**src/rtl/cfg_resp_pkg.sv**
```systemverilog
package cfg_resp_pkg;

    // register state of the strobe edge detector
    typedef struct packed {
        logic strb_prev;
    } edge_st_t;

    // register state of the answer latch
    typedef struct packed {
        logic resp;
    } latch_st_t;

endpackage

```
**src/rtl/cfg_strobe_edge.sv**
```systemverilog
module cfg_strobe_edge
    import cfg_resp_pkg::*;
(
    input  logic clk,
    input  logic rst_n,
    input  logic strobe_n,
    output logic strb_q,
    output logic fall
);
    edge_st_t st_d, st_q;

    always_comb begin
        st_d           = st_q;
        st_d.strb_prev = strobe_n;
        fall           = st_q.strb_prev & ~strobe_n;
    end

    always_ff @(posedge clk or negedge rst_n) begin
        if (!rst_n) st_q <= '{strb_prev: 1'b1};
        else        st_q <= st_d;
    end

    assign strb_q = st_q.strb_prev;
endmodule

```
**src/rtl/cfg_pattern_lookup.sv**
```systemverilog
module cfg_pattern_lookup #(
    parameter int unsigned IDX_W = 6,
    parameter logic [(1<<IDX_W)-1:0] PATTERN = '0
) (
    input  logic [IDX_W-1:0] idx,
    output logic             hit
);
    localparam int unsigned ENTRIES = 1 << IDX_W;

    logic [ENTRIES-1:0] sel_vec;

    // one decoded term per entry whose pattern bit is set
    for (genvar i = 0; i < ENTRIES; i++) begin : g_entry
        if (PATTERN[i]) begin : g_set
            assign sel_vec[i] = (idx == IDX_W'(i));
        end else begin : g_clr
            assign sel_vec[i] = 1'b0;
        end
    end

    assign hit = |sel_vec;
endmodule

```
**src/rtl/cfg_scan_guard.sv**
```systemverilog
module cfg_scan_guard #(
    parameter int unsigned IDX_W = 6
) (
    input  logic             msb,
    input  logic [IDX_W-1:0] idx,
    output logic             keep
);
    // top line high: early part of scan; index all low: late part of scan
    always_comb keep = msb | (idx == '0);
endmodule

```
**src/rtl/cfg_bit_responder.sv**
```systemverilog
module cfg_bit_responder
    import cfg_resp_pkg::*;
#(
    parameter int unsigned ADDR_W = 32,
    parameter int unsigned IDX_LO = 2,
    parameter int unsigned IDX_W  = 6,
    parameter logic [(1<<IDX_W)-1:0] PATTERN = 64'hB4E1_3A96_5C0F_72D8
) (
    input  logic              clk,
    input  logic              rst_n,
    input  logic [ADDR_W-1:0] bus_ad,
    input  logic              strobe_n,
    output logic              cfg_pin_n
);
    localparam int unsigned IDX_HI = IDX_LO + IDX_W - 1;

    logic [IDX_W-1:0] idx;
    logic             msb, hit, keep, fall, strb_q, respond;
    logic             unused_bits;
    latch_st_t        st_d, st_q;

    assign idx         = bus_ad[IDX_HI:IDX_LO];
    assign msb         = bus_ad[ADDR_W-1];
    assign unused_bits = ^{bus_ad[IDX_LO-1:0], bus_ad[ADDR_W-2:IDX_HI+1]};

    cfg_strobe_edge u_edge (
        .clk      (clk),
        .rst_n    (rst_n),
        .strobe_n (strobe_n),
        .strb_q   (strb_q),
        .fall     (fall)
    );

    cfg_pattern_lookup #(.IDX_W(IDX_W), .PATTERN(PATTERN)) u_lookup (
        .idx (idx),
        .hit (hit)
    );

    cfg_scan_guard #(.IDX_W(IDX_W)) u_guard (
        .msb  (msb),
        .idx  (idx),
        .keep (keep)
    );

    always_comb begin
        st_d    = st_q;
        respond = keep | hit;
        if (fall) st_d.resp = respond;
    end

    always_ff @(posedge clk or negedge rst_n) begin
        if (!rst_n) st_q <= '{resp: 1'b0};
        else        st_q <= st_d;
    end

    assign cfg_pin_n = ~st_q.resp;

    // pin inactive at the first edge after reset release
    assert_reset_idle_R1: assert property (@(posedge clk) disable iff (!rst_n)
        $rose(rst_n) |-> cfg_pin_n);

    // non-scan capture follows the looked-up pattern bit
    assert_pattern_R2: assert property (@(posedge clk) disable iff (!rst_n)
        (strb_q && !strobe_n && !msb && idx != '0) |=> (cfg_pin_n == !$past(hit)));

    // top line high forces respond
    assert_msb_resp_R4: assert property (@(posedge clk) disable iff (!rst_n)
        (strb_q && !strobe_n && msb) |=> !cfg_pin_n);

    // all-low index forces respond
    assert_zero_idx_R5: assert property (@(posedge clk) disable iff (!rst_n)
        (strb_q && !strobe_n && idx == '0) |=> !cfg_pin_n);

    // held strobe keeps the answer
    assert_hold_low_R6: assert property (@(posedge clk) disable iff (!rst_n)
        (!strb_q && !strobe_n) |=> $stable(cfg_pin_n));

    // high strobe never updates the answer
    assert_no_rise_R7: assert property (@(posedge clk) disable iff (!rst_n)
        strobe_n |=> $stable(cfg_pin_n));
endmodule

```
**config.mk**
```make
export PLATFORM = sky130hd
export DESIGN_NAME = cfg_bit_responder
export DESIGN_NICKNAME = d
export VERILOG_FILES = /design/src/rtl/cfg_resp_pkg.sv /design/src/rtl/cfg_strobe_edge.sv /design/src/rtl/cfg_pattern_lookup.sv /design/src/rtl/cfg_scan_guard.sv /design/src/rtl/cfg_bit_responder.sv
export SDC_FILE = /design/constraint.sdc
export NUM_CORES = 1
export LEC_CHECK = 0
export CAP_MARGIN = 10
export CELL_PAD_IN_SITES_DETAIL_PLACEMENT = 0
export CELL_PAD_IN_SITES_GLOBAL_PLACEMENT = 1
export CORE_MARGIN = 3
export CORE_UTILIZATION = 13
export DETAILED_ROUTE_END_ITERATION = 10
export GPL_TIMING_DRIVEN = 1
export PLACE_DENSITY = 0.82
export SYNTH_ARGS = -nofsm -noshare
export SYNTH_HDL_FRONTEND = slang
export SYNTH_SLANG_ARGS = --single-unit
export TNS_END_PERCENT = 50
```
**constraint.sdc**
```tcl
create_clock -name clk -period 1.6 [get_ports clk]
set_input_delay 0.24 -clock clk [delete_from_list [all_inputs] [get_ports clk]]
set_output_delay 0.24 -clock clk [all_outputs]
set_load 0.02 [all_outputs]
```
==> summary.md <==
| Metric | Value |
|---|---|
| Status | `finished clean` |
| Nets | `between 80 and 90` |
| DP Worst Slack | `-165 ps` |
| Final WS setup | `about 75 ps` |
| WL/cell | `about 8.9 um` |
| Leak pwr | `0.170 nW` |
| # diodes | `0` |
| Tcrit/Tclk final | `a little over nine tenths` |
| CP Launch Type | `primary input` |
| GP Congestion | `slightly below 0.8` |
| R2r endpoint | `st_q$_DFFE_PN0P_` |
| Total Wirelength | `around 620 um` |
| Tightest hold margin | `176 ps` |
| Post-synth top area cell | `dfstp_2` |
| Share of the yosys chip area belonging to registers | `between 20% and 30%` |
| CP endpoint kind | `flop` |
| First-pass GRT wire length | `approximately 970 um` |
| CTS Sinks | `2` |
| Worst r2r path cells | `4` |
| CTS buffer count | `3` |
| Syn_nets | `63` |
| Initial antenna violation count | `0` |
| Hpwl dp | `slightly below 500 um` |
| CTS root buf | `clkbuf_4` |
| # IOs | `36` |
| Post-Place Cells | `66` |
| Core Area | `1760 um2` |
| Pre-antenna DRT Iters | `2` |
| CTS tree | `yes` |
| CP max stage delay | `around 520 ps` |
| Fin. Hold Viols | `0` |
| Yosys reg bits | `2` |
| Post-CTS Setup Bufs | `0` |
| Iter 0 DRT Violations | `5` |
| Worst min path class | `primary input to async pin` |
| Worst r2r src | `u_edge.strb_q$_DFF_PN1_` |
| Critical path, cell by cell | `clkdlybuf4s50_1, buf_4, maj3_2, a221oi_2, o22ai_2` |
| Total grt overflow | `0` |
| Clock latency reported for the late side of the worst-skew pair | `230 ps` |
| Post-synth top area share | `roughly a tenth` |
| Starting Density | `between 10 and 15%` |
| Worst slew pin tran | `between 300 and 400 ps` |
| Total power draw | `roughly 0.27 mW` |
| PD cells | `648 nW/um2` |
| Non-Filler Instances | `70` |
| GRT Resource Usage Total | `5.72%` |
| Req. time, crit path | `around 1700 ps` |
| Final setup viols | `0` |
| H-tree lvl count | `1` |
| Worst VDD drop | `~0.17 mV` |
| Die extent in x | `about 50 um` |
| Via density | `between 3 and 4` |
| Via count | `~260` |
| Clk buf depth | `2` |
| PortBufs | `10` |
| CP Max Fanout | `6` |
| Layout area overhead | `71.6%` |
| WS Path Type | `primary input to flop` |
| Reg clk slew, reported paths | `roughly 40 ps` |
| Die height | `approximately 50 um` |
| Largest net degree at the start of global routing | `7` |
| Fin crit period | `1530 ps` |
| Fraction of layout cells with a size suffix above 1 | `slightly above 30%` |
| Mapped Cells | `28` |
| Syn avg cell area | `8.80 um2` |
| Leading post-synthesis cells by cell area | `dfstp_2 (11%), dfrtp_1 (10%), and2b_2 (7.1%)` |
| Slew margin rel. | `79.4%` |
| Cts hold-fix bufs | `0` |
| Worst path slowest cell | `clkdlybuf4s50_1` |
| Vias in the first global route | `roughly 250` |
| RSZ-0062 raised after global routing | `false` |
| Warnings from Yosys | `0` |
| Worst-case clock skew | `just under 7 ps` |
| Rows | `15` |
| ANT nets after route | `0` |
| Die ar. | `around 2500 um2` |
| Post-CTS sizing | `0` |
| Cell Area, Synth | `246 um2` |
| DRC | `0` |
| Library cells used by synthesis | `23` |
| Fin. max-slew vios | `0` |
| Reg2reg setup slack | `around 240 ps` |
| Crit path DAT | `around 1600 ps` |
| Max-cap violations | `0` |
| Fmax | `656 MHz` |
-- final cells by class --
| type | instances | area, um2 |
|---|---|---|
| timing repair buffer | 14 | 130 |
| multi-input combinational | 22 | 173 |
| fill | 213 | 1340 |
| tap | 25 | 31.3 |
| inverter | 3 | 11.3 |
| clock buffer | 4 | 26.3 |
| sequential | 2 | 51.3 |
-- power breakdown --
part           switching [mW]  total [mW]  internal [mW]
sequential            0.00202      0.0583         0.0563
combinational          0.0363      0.0893         0.0530
clock                  0.0334       0.126         0.0929
-- cell families after synthesis --
| family | count (synthesis) | share of synthesized area, % |
|---|---|---|
| adders and majority gates | 1 | 4.57 |
| AOI/OAI and AO/OA | 8 | 27.4 |
| buffers and inverters | 4 | 9.14 |
| and+or+nand+nor | 11 | 29.4 |
| DFF | 2 | 20.8 |
| muxes | 2 | 8.63 |
-- placed cells by master, fill, tap and decap left out, types with 2 or more instances in the layout --
master	count
clkdlybuf4s50_1	10
nor3b_1	2
clkbuf_4	3
inv_1	3
and2b_2	2
a21oi_1	2
buf_4	4
-- through the flow --
| step | area [um2] | util [%] | setup TNS [ps] |
|---|---|---|---|
| floorplan | 246 | - | 0 |
| global placement | 397 | 22.5 | -143 |
| detailed placement | 397 | 22.5 | -165 |
| CTS | 423 | 24.0 | 0 |
| global route | 423 | 24.0 | 0 |
| finish | 423 | 24.0 | 0 |
-- synthesized netlist by cell type --
cell type,number
a221oi_2,1
maj3_2,1
a21oi_1,2
buf_6,1
nor3_1,1
o21ai_0,1
mux2_2,1
nor2_1,1
mux2i_1,1
o31ai_1,1
and2b_2,2
a221oi_1,1
or2_1,1
nor3b_1,2
inv_1,3
nand2_1,1
nor2b_1,1
o32ai_1,1
nand2b_1,1
dfrtp_1,1
or3b_1,1
o22ai_2,1
dfstp_2,1
-- worst max-delay path, delay by kind of cell --
| kind | cells | cell delay, ps |
|---|---|---|
| buffers and inverters | 2 | 720 |
| AOI/OAI and AO/OA | 2 | 370 |
| adders and majority gates | 1 | 300 |
-- registers in the layout, summed over array words and instances, names as in the netlist --
register	count
u_edge.strb_q	1
st_q	1
-- worst max-delay path by stage --
stage / slack, ps / start / end
after floorplan: 380 / u_edge.strb_q$_DFF_PN1_ / st_q$_DFFE_PN0P_
after global placement: -140 / bus_ad[2] / st_q$_DFFE_PN0P_
after CTS: 80 / bus_ad[2] / st_q$_DFFE_PN0P_
after detailed placement: -170 / bus_ad[2] / st_q$_DFFE_PN0P_
final: 70 / bus_ad[2] / st_q$_DFFE_PN0P_
after global routing: 4 / bus_ad[3] / st_q$_DFFE_PN0P_
-- per-layer routing --
| metal | GRT usage, % | routed length [um] |
|---|---|---|
| met2 | 6.61 | 257 |
| met5 | 0 | 0 |
| met1 | 6.22 | 311 |
| met4 | 8.29 | 0 |
| met3 | 2.72 | 53 |
Note: power is estimated with default switching activity, not from simulation.
